## src/rtl/txs_pkg.sv

```systemverilog
package txs_pkg;
  localparam int REG_W  = 16;
  localparam int ADDR_W = 2;
  localparam int CHAR_W = 8;

  typedef enum logic [ADDR_W-1:0] {
    RA_CTRL    = 2'd0,
    RA_LINE_EN = 2'd1,
    RA_TXDATA  = 2'd2,
    RA_EMPTY   = 2'd3
  } reg_addr_e;

  // control/status bit positions
  localparam int CTRL_CLR      = 0;
  localparam int CTRL_SCAN     = 1;
  localparam int CTRL_TXIE     = 2;
  localparam int CTRL_LINE_LSB = 8;
  localparam int CTRL_RDY      = 15;

  // line-enable register: modem DTR control (active low)
  localparam int LEN_DTRN = 12;
endpackage

```

## src/rtl/txs_regs.sv

```systemverilog
module txs_regs
  import txs_pkg::*;
#(
  parameter int NUM_LINES  = 4,
  parameter int CLR_CYCLES = 8
) (
  input  logic                 clk_i,
  input  logic                 rst_ni,
  input  logic                 wr_i,
  input  logic [ADDR_W-1:0]    addr_i,
  input  logic [REG_W-1:0]     wdata_i,
  output logic                 scan_en_o,
  output logic                 tx_ie_o,
  output logic [NUM_LINES-1:0] line_en_o,
  output logic                 dtr_n_o,
  output logic                 clr_busy_o,
  output logic                 tdr_wr_o
);
  localparam int CLR_W = $clog2(CLR_CYCLES + 1);

  logic                 scan_q, scan_d;
  logic                 ie_q, ie_d;
  logic                 dtrn_q, dtrn_d;
  logic [NUM_LINES-1:0] en_q, en_d;
  logic [CLR_W-1:0]     clr_q, clr_d;
  logic                 clr_busy;
  logic                 wr_ok;

  assign clr_busy = (clr_q != '0);
  assign wr_ok    = wr_i && !clr_busy;

  always_comb begin
    scan_d = scan_q;
    ie_d   = ie_q;
    dtrn_d = dtrn_q;
    en_d   = en_q;
    clr_d  = clr_q;
    if (clr_busy) begin
      clr_d = clr_q - 1'b1;
    end
    if (wr_ok) begin
      unique case (addr_i)
        RA_CTRL: begin
          if (wdata_i[CTRL_CLR]) begin
            clr_d  = CLR_W'(CLR_CYCLES);
            scan_d = 1'b0;
            ie_d   = 1'b0;
            en_d   = '0;
            dtrn_d = 1'b1;
          end else begin
            scan_d = wdata_i[CTRL_SCAN];
            ie_d   = wdata_i[CTRL_TXIE];
          end
        end
        RA_LINE_EN: begin
          en_d   = wdata_i[NUM_LINES-1:0];
          dtrn_d = wdata_i[LEN_DTRN];
        end
        default: ;
      endcase
    end
  end

  always_ff @(posedge clk_i or negedge rst_ni) begin
    if (!rst_ni) begin
      scan_q <= 1'b0;
      ie_q   <= 1'b0;
      dtrn_q <= 1'b1;
      en_q   <= '0;
      clr_q  <= '0;
    end else begin
      scan_q <= scan_d;
      ie_q   <= ie_d;
      dtrn_q <= dtrn_d;
      en_q   <= en_d;
      clr_q  <= clr_d;
    end
  end

  logic unused_wdata;
  assign unused_wdata = ^wdata_i;

  assign scan_en_o  = scan_q;
  assign tx_ie_o    = ie_q;
  assign line_en_o  = en_q;
  assign dtr_n_o    = dtrn_q;
  assign clr_busy_o = clr_busy;
  assign tdr_wr_o   = wr_ok && (addr_i == RA_TXDATA);
endmodule

```

## src/rtl/txs_scan.sv

```systemverilog
module txs_scan #(
  parameter int NUM_LINES = 4,
  parameter int LINE_W    = 2
) (
  input  logic                 clk_i,
  input  logic                 rst_ni,
  input  logic                 flush_i,
  input  logic                 scan_en_i,
  input  logic [NUM_LINES-1:0] line_en_i,
  input  logic [NUM_LINES-1:0] line_busy_i,
  input  logic                 tdr_wr_i,
  output logic                 rdy_o,
  output logic [LINE_W-1:0]    line_o,
  output logic                 accept_o,
  output logic [NUM_LINES-1:0] load_o
);
  logic              rdy_q, rdy_d;
  logic [LINE_W-1:0] ptr_q, ptr_d, ptr_nxt;
  logic              accept;

  assign accept  = tdr_wr_i && rdy_q;
  assign ptr_nxt = (ptr_q == LINE_W'(NUM_LINES - 1)) ? '0 : ptr_q + 1'b1;

  always_comb begin
    rdy_d = rdy_q;
    ptr_d = ptr_q;
    if (flush_i) begin
      rdy_d = 1'b0;
      ptr_d = '0;
    end else if (accept) begin
      rdy_d = 1'b0;
      ptr_d = ptr_nxt;
    end else if (!scan_en_i) begin
      rdy_d = 1'b0;
    end else if (rdy_q) begin
      if (!line_en_i[ptr_q]) begin
        rdy_d = 1'b0;
        ptr_d = ptr_nxt;
      end
    end else if (line_en_i[ptr_q] && !line_busy_i[ptr_q]) begin
      rdy_d = 1'b1;
    end else begin
      ptr_d = ptr_nxt;
    end
  end

  always_ff @(posedge clk_i or negedge rst_ni) begin
    if (!rst_ni) begin
      rdy_q <= 1'b0;
      ptr_q <= '0;
    end else begin
      rdy_q <= rdy_d;
      ptr_q <= ptr_d;
    end
  end

  for (genvar g = 0; g < NUM_LINES; g++) begin : g_load
    assign load_o[g] = accept && (ptr_q == LINE_W'(g));
  end

  assign rdy_o    = rdy_q;
  assign line_o   = ptr_q;
  assign accept_o = accept;
endmodule

```

## src/rtl/txs_line_timer.sv

```systemverilog
module txs_line_timer #(
  parameter int CHAR_CYCLES = 16
) (
  input  logic clk_i,
  input  logic rst_ni,
  input  logic flush_i,
  input  logic load_i,
  output logic busy_o
);
  localparam int CNT_W = $clog2(CHAR_CYCLES + 1);

  logic [CNT_W-1:0] cnt_q, cnt_d;

  always_comb begin
    cnt_d = cnt_q;
    if (flush_i) begin
      cnt_d = '0;
    end else if (load_i) begin
      cnt_d = CNT_W'(CHAR_CYCLES);
    end else if (cnt_q != '0) begin
      cnt_d = cnt_q - 1'b1;
    end
  end

  always_ff @(posedge clk_i or negedge rst_ni) begin
    if (!rst_ni) cnt_q <= '0;
    else         cnt_q <= cnt_d;
  end

  assign busy_o = (cnt_q != '0);
endmodule

```

## src/rtl/mux_tx_scanner.sv

```systemverilog
module mux_tx_scanner
  import txs_pkg::*;
#(
  parameter int NUM_LINES   = 4,
  parameter int CHAR_CYCLES = 16,
  parameter int CLR_CYCLES  = 8,
  parameter int MODEM_LINE  = 3
) (
  input  logic                 clk_i,
  input  logic                 rst_ni,
  input  logic                 bus_wr_i,
  input  logic [ADDR_W-1:0]    bus_addr_i,
  input  logic [REG_W-1:0]     bus_wdata_i,
  output logic [REG_W-1:0]     bus_rdata_o,
  output logic                 tx_irq_o,
  output logic [NUM_LINES-1:0] ln_busy_o,
  output logic [CHAR_W-1:0]    ln_char_o,
  output logic                 modem_dtr_o
);
  localparam int LINE_W = (NUM_LINES > 1) ? $clog2(NUM_LINES) : 1;
  localparam int MODEM_IDX = MODEM_LINE;

  // reset: asserted asynchronously, released through two flops
  logic rst_meta_q, rst_sync_n;
  always_ff @(posedge clk_i or negedge rst_ni) begin
    if (!rst_ni) begin
      rst_meta_q <= 1'b0;
      rst_sync_n <= 1'b0;
    end else begin
      rst_meta_q <= 1'b1;
      rst_sync_n <= rst_meta_q;
    end
  end

  logic                 scan_en, tx_ie, dtr_n, clr_busy, tdr_wr;
  logic [NUM_LINES-1:0] line_en, line_busy, load;
  logic                 rdy, accept;
  logic [LINE_W-1:0]    line;

  txs_regs #(
    .NUM_LINES (NUM_LINES),
    .CLR_CYCLES(CLR_CYCLES)
  ) u_regs (
    .clk_i     (clk_i),
    .rst_ni    (rst_sync_n),
    .wr_i      (bus_wr_i),
    .addr_i    (bus_addr_i),
    .wdata_i   (bus_wdata_i),
    .scan_en_o (scan_en),
    .tx_ie_o   (tx_ie),
    .line_en_o (line_en),
    .dtr_n_o   (dtr_n),
    .clr_busy_o(clr_busy),
    .tdr_wr_o  (tdr_wr)
  );

  txs_scan #(
    .NUM_LINES(NUM_LINES),
    .LINE_W   (LINE_W)
  ) u_scan (
    .clk_i      (clk_i),
    .rst_ni     (rst_sync_n),
    .flush_i    (clr_busy),
    .scan_en_i  (scan_en),
    .line_en_i  (line_en),
    .line_busy_i(line_busy),
    .tdr_wr_i   (tdr_wr),
    .rdy_o      (rdy),
    .line_o     (line),
    .accept_o   (accept),
    .load_o     (load)
  );

  for (genvar g = 0; g < NUM_LINES; g++) begin : g_line
    txs_line_timer #(
      .CHAR_CYCLES(CHAR_CYCLES)
    ) u_timer (
      .clk_i  (clk_i),
      .rst_ni (rst_sync_n),
      .flush_i(clr_busy),
      .load_i (load[g]),
      .busy_o (line_busy[g])
    );
  end

  // character presented to the line being shifted
  logic [CHAR_W-1:0] char_q, char_d;
  always_comb begin
    char_d = char_q;
    if (accept) char_d = bus_wdata_i[CHAR_W-1:0];
  end
  always_ff @(posedge clk_i or negedge rst_sync_n) begin
    if (!rst_sync_n) char_q <= '0;
    else             char_q <= char_d;
  end

  always_comb begin
    bus_rdata_o = '0;
    unique case (bus_addr_i)
      RA_CTRL: begin
        bus_rdata_o[CTRL_CLR]                  = clr_busy;
        bus_rdata_o[CTRL_SCAN]                 = scan_en;
        bus_rdata_o[CTRL_TXIE]                 = tx_ie;
        bus_rdata_o[CTRL_LINE_LSB +: LINE_W]   = line;
        bus_rdata_o[CTRL_RDY]                  = rdy;
      end
      RA_LINE_EN: begin
        bus_rdata_o[NUM_LINES-1:0] = line_en;
        bus_rdata_o[LEN_DTRN]      = dtr_n;
      end
      RA_EMPTY: bus_rdata_o[NUM_LINES-1:0] = ~line_en & ~line_busy;
      default:  bus_rdata_o = '0;
    endcase
  end

  assign tx_irq_o    = rdy && tx_ie;
  assign ln_busy_o   = line_busy;
  assign ln_char_o   = char_q;
  assign modem_dtr_o = (MODEM_IDX < NUM_LINES) ? !dtr_n : 1'b0;
endmodule

```

## config.mk

```make
export PLATFORM = sky130hd
export DESIGN_NAME = mux_tx_scanner
export DESIGN_NICKNAME = d
export VERILOG_FILES = /design/src/rtl/txs_pkg.sv /design/src/rtl/txs_regs.sv /design/src/rtl/txs_scan.sv /design/src/rtl/txs_line_timer.sv /design/src/rtl/mux_tx_scanner.sv
export SDC_FILE = /design/constraint.sdc
export NUM_CORES = 1
export LEC_CHECK = 0
export ABC_AREA = 1
export BUFFER_PORTS_ARGS = -buffer_cell sky130_fd_sc_hd__buf_2
export CAP_MARGIN = 15
export CORE_MARGIN = 2
export CORE_UTILIZATION = 60
export CTS_BUF_LIST = sky130_fd_sc_hd__clkbuf_8
export DETAILED_ROUTE_END_ITERATION = 10
export PLACE_DENSITY = 0.89
export RECOVER_POWER = 100
export SLEW_MARGIN = 20
export SYNTH_ARGS = -nofsm -noshare
export SYNTH_HDL_FRONTEND = slang
export SYNTH_SLANG_ARGS = --single-unit
export TNS_END_PERCENT = 30
```

## constraint.sdc

```tcl
create_clock -name clk_i -period 2.5 [get_ports clk_i]
set_input_delay 0.25 -clock clk_i [delete_from_list [all_inputs] [get_ports clk_i]]
set_output_delay 0.25 -clock clk_i [all_outputs]
set_load 0.02 [all_outputs]
```

Word level (Yosys, flattened, before mapping) --
Index checks and enable logic that the tools add are counted.
Storage, ports and cells: register bits 44, logic and storage cells 105, output and inout bits 30
Cells by class: magnitude comparators 1, muxes and demuxes 44, eq/ne operators 9, add/sub/neg operators 6, bitwise gates (word level) 3, reductions and logical operators 28
Operators by type and width (number):
- $mux 5 | 12
- $mux 4 | 5
- $reduce_bool 5->1 | 4
- $sub 5x1->5 const B | 4
- $mux 2 | 8
- $reduce_bool 3->1 | 5
- $mux 1 | 13
- $logic_and 1x1->1 | 9
- $pmux 3 s3 | 1
- $eq 2x2->1 const B | 4
- $not 4->4 | 2
- $pmux 4 s2 | 1
- $reduce_and 3->1 | 2
- $and 4x4->4 | 1
- $bmux 1 s2 | 2
- $eq 2x1->1 const B | 2
- $logic_not 2->1 | 2
- $ne 4x2->1 const B | 1
- $ne 4x4->1 const B | 1
- $pmux 1 s2 | 2
- $reduce_bool 4->1 | 1
- $sub 4x1->4 const B | 1
- $logic_not 1->1 | 3
- $lt 2x3->1 const B | 1
- 4 further kinds | 4

Logic depth before layout (Yosys ltp) --
depth in word-level cells 10, gate-level depth with buffers 10, depth with buffers taken out 10

Hierarchy --
A second synthesis with hierarchy kept.
Second synthesis, totals: cells, all modules 352, area, all modules 2561.2 µm²
Modules (own cells, without submodules):
- txs_line_timer | area an instance 265.3 µm², times used 4, cells an instance 34
- txs_regs | area an instance 606.8 µm², times used 1, cells an instance 80
- mux_tx_scanner | area an instance 568.0 µm², times used 1, cells an instance 80
- txs_scan | area an instance 325.3 µm², times used 1, cells an instance 56

Worst setup path before layout --
OpenSTA, ideal clock, no wires.
path kind register to register, start point register u_regs.clr_q[0], end point register char_q[6], in the netlist ln_char_o[6], stages on the path, launching flop included 9, setup slack 0.892 ns, data arrival time 1.483 ns, library setup time 0.125 ns, cell sequence dfrtp_1 inv_1 ha_1 nand3_2 inv_4 nand2_8 nor2_8 buf_12 mux2_4
On the way: cells in the longest elaborated chain, start to end 5
Ends and longest elaborated chain:
- start, declared | line txs_regs.sv:25 | logic [CLR_W-1:0] clr_q, clr_d;
- start signal, assigned | line txs_regs.sv:76 | clr_q <= clr_d;
- $reduce_bool 4->1 | line txs_regs.sv:29 | assign clr_busy = (clr_q != '0);
- $logic_not 1->1 | line txs_regs.sv:30 | assign wr_ok = wr_i && !clr_busy;
- $logic_and 1x1->1 | line txs_regs.sv:30
- $logic_and 1x1->1 | line txs_regs.sv:88 | assign tdr_wr_o = wr_ok && (addr_i == RA_TXDATA);
- $logic_and 1x1->1 | line txs_scan.sv:21 | assign accept = tdr_wr_i && rdy_q;
- end signal, assigned | line mux_tx_scanner.sv:94 | else char_q <= char_d;
- end, declared | line mux_tx_scanner.sv:87 | logic [CHAR_W-1:0] char_q, char_d;
Every way passes these cells. A chain may end at the register's enable or synchronous reset.

Worst setup path in the final report --
start point register u_regs.clr_q[0], end point register g_line[0].u_timer.cnt_q[2]
On the way: cells in the longest elaborated chain, start to end 8, elaborated cells between the ends (all ways) 9, those cells by class mux (2); reduce/logical (7)
Ends and longest elaborated chain:
- $reduce_bool 4->1 * | line txs_regs.sv:29
- $logic_not 1->1 | line txs_regs.sv:30
- $logic_and 1x1->1 | line txs_regs.sv:30
- $logic_and 1x1->1 | line txs_regs.sv:88
- $logic_and 1x1->1 | line txs_scan.sv:21
- $logic_and 1x1->1 | line txs_scan.sv:58 | assign load_o[g] = accept && (ptr_q == LINE_W'(g));
- $mux 5 | line txs_line_timer.sv:18 | end else if (load_i) begin
- $mux 5 | line txs_line_timer.sv:16 | if (flush_i) begin
- end signal, assigned | line txs_line_timer.sv:27 | else cnt_q <= cnt_d;
- end, declared | line txs_line_timer.sv:12 | logic [CNT_W-1:0] cnt_q, cnt_d;
Every way passes the cells marked *; elsewhere a longest branch is shown, timed or not.

==> results.md <==
* Main area contributors after synthesis: dfrtp_1 45%, inv_1 6.7%, nand2_1 5.9%, ha_1 4.7%, nor2_1 4.4%
* Post-Syn Instances at 274
* Share of cells above drive strength 1 at 12.2%
* Share of synthesized registers carrying an async set or reset at 100%
* Gr usage total at 24.3%
* Initial core utilization at 64.1%
* Worst-Margin Slew at 1.03 ns
* EDFF count, synth at 0
* Input/output buffers at 35
* Synthesized area at 2400 sq um
* Commonest cells post-synth: 43 x dfrtp_1, 43 x inv_1, 38 x nand2_1
* Switching share of total power at 33.6%
* Vias in the first global route at 1,859
* FP Rows at 22
* # resized after CTS at 0
* TritonCTS clock tree: done
* Crit path DAT at 2.44 ns
* Initial antenna violation count at 0
* Yosys reg bits at 44
* Root Driver: clkbuf_8
* Lkg Pwr at 1.28 nW
* Die height at 67.2 microns
* Cts-stage hold buffer count at 1
* Clock transition at path regs at 0.08 ns
* Cell Pwr Density at 888 nW/um^2
* Sequential area share after synthesis at 45.9%
* # placed instances at 351
* Post-detail-place hpwl at 3.43 mm
* Antenna Nets Post-Route at 0
* Pwr Total at 2.35 mW
* Largest net degree at the start of global routing at 43
* R2r setup slk at 0.25 ns
* Cell mode on critical path: nand2_1
* Crit path cell chain: inv_1, ha_1, nand3_2, clkinvlp_2, nand2_8, nor2_2, nand2_1, nand2_1, nor3_1
* Drt via density at 5.44
* Max Slew Vio Count at 0
* Critical Path End: g_line[0].u_timer.cnt_q[2]
* Clock power frac at 31.8%
* Synth top area share at 44.8%
* Critical Path End Type: register
* RD Place Congestion at 0.850
* Crit start category: register
* TritonCTS buffer count at 5
* Critical Path Start: u_regs.clr_q[0]
* Dominant cell type by area after synthesis: dfrtp_1
* Top-level port count at 51
* R2R Path End: g_line[0].u_timer.cnt_q[2]
* Die area at 4520 sq um
* Area of the core at 3740 sq um
* RSZ-0062 raised after global routing: no
* R2R depth at 9
* Critical R2R Launch: u_regs.clr_q[0]
* Warning count from the yosys run at 0
* Antenna cells at 0
* Htree depth at 2
* Final period util at 90.1%
* Endpoints failing setup at 0
* Clock net sink count at 44
* Max-cap violations at 0
* Die X at 67.2 microns
* Top_reg_cell synth: dfrtp_1
* Comb power frac at 28.8%
* Minimum clock period at 2.25 ns
* Setup Buffers After CTS at 0
* Setup Slack @ Placement at 0.679 ns
* Sequential power share at 39.5%
* P_sw at 790 uW
* WL final at 4.85 mm
* Final core occ at 70.8%
* Hold path startpoint: bus_wdata_i[0]
* DRC marker count from the first detailed-route iteration at 135
* Max frequency at 444 MHz
* DP Area at 2560 sq um
* Drt pass-1 iters at 4
* Final Cell Area at 2650 sq um
* Worst vdd ir at 681 uV
* Syn Area/Cell at 8.76 sq um
* Clk_lat worst skew at 0.30 ns
* Outcome: complete, no violations
* # nets final at 341
* Fin Setup TNS at 0 ns
* Internal power at 1.56 mW
* Post-route insts no fill at 360
* Slack of the critical path at 0.247 ns
* Max incr delay on CP at 0.54 ns
* Grt total ovfl at 0
* Data required, critical path at 2.69 ns
* DR WL/cell at 13.5 microns
* Layout area overhead at 10.5%
* Hold Fails Final Rpt at 0
* Worst path slowest cell: nor2_2
* Synth unique cells at 39
* Clock buffer depth at 2
* First-pass GRT wire length at 8.32 mm
* Final hold slack at 0.159 ns
* Critical path class: reg2reg
* Critical path peak fanout at 16
* Clk_skew at 0.00506 ns
* Hold Path Class: in2reg
* Via Count at 1,958
* Max transition margin at 31.6%
* DRC Markers at 0
-- power groups by stage --
| stage | Combinational (mW) | Clock, mW | Sequential, mW |
|---|---|---|---|
| 2_1_floorplan | 0.514 | 0 | 0.945 |
| 3_3_place_gp | 0.673 | 0 | 0.934 |
| 3_5_place_dp | 0.695 | 0 | 0.937 |
| 4_1_cts | 0.707 | 0.752 | 0.927 |
| 5_1_grt | 0.756 | 0.787 | 0.941 |
| 6_report | 0.677 | 0.748 | 0.929 |
-- flip-flops by register name, indices dropped and copies added, names as in the netlist --
register,count
g_line.u_timer.cnt_q,20
u_regs.clr_q,4
u_regs.tx_ie_o,1
rst_meta_q,1
u_scan.line_o,2
ln_char_o,8
u_scan.rdy_o,1
rst_sync_n,1
u_regs.line_en_o,4
u_regs.dtr_n_o,1
u_regs.scan_en_o,1
-- routing by layer --
metal	wire length (microns)	share of wire (%)	GRT usage, %
met1	2100	43	33.1
met5	0	0	0
met3	255	5.3	5.83
met4	66	1.4	7.14
met2	2430	50	39.0
-- area by class of cell --
class / count / area [sq um]
flip-flops and latches: 44 / 1100
fillers: 296 / 1090
multi-input cells: 177 / 990
repair buffers: 38 / 170
inverters: 45 / 170
clock inverters: 3 / 90.1
clock buffers: 5 / 68.8
well taps: 48 / 60.1
-- worst max-delay path, delay by kind of cell, from the launching register on --
family                     cells  cell delay [ns]
and+or+nand+nor                6             1.21
adders and majority gates      1             0.20
buffers and inverters          2             0.34
DFF                            1             0.38
-- kinds of logic (layout without fill, tap and decap cells) --
group,after synthesis,in the layout,synth area share [%]
simple gates,110,110,22.6
buf+inv,60,91,12.1
flops,44,44,45.9
compound gates,40,40,10.5
fa+ha+maj,9,9,4.69
xor+xnor,5,5,1.83
mux,4,4,2.03
other cells,2,9,0.313
-- worst min path at each step --
stage	end	depth (start not counted)
final	u_regs.clr_q[0]	2
after global routing	u_regs.clr_q[0]	2
after CTS	u_regs.clr_q[0]	2
after detailed placement	rst_meta_q	1
after global placement	rst_meta_q	1
after floorplan	rst_meta_q	0
-- cells in the final DEF, fill, tap and decap left out, drive strengths merged, types with 2 or more instances in the layout --
master and instances:
o211ai 3, nor3 9, inv 44, nand4 4, nand2 41, ha 9, xor2 2, bufinv 3
and3 3, o21ai 6, a21oi 18, or2 4, clkbuf 29, nor2 30, o221ai 3, dfrtp 43
conb 9, nand3 17, buf 13, a31oi 4, o22ai 4, xnor2 3, mux2 4
No activity file was read; power rests on OpenSTA's default activity.
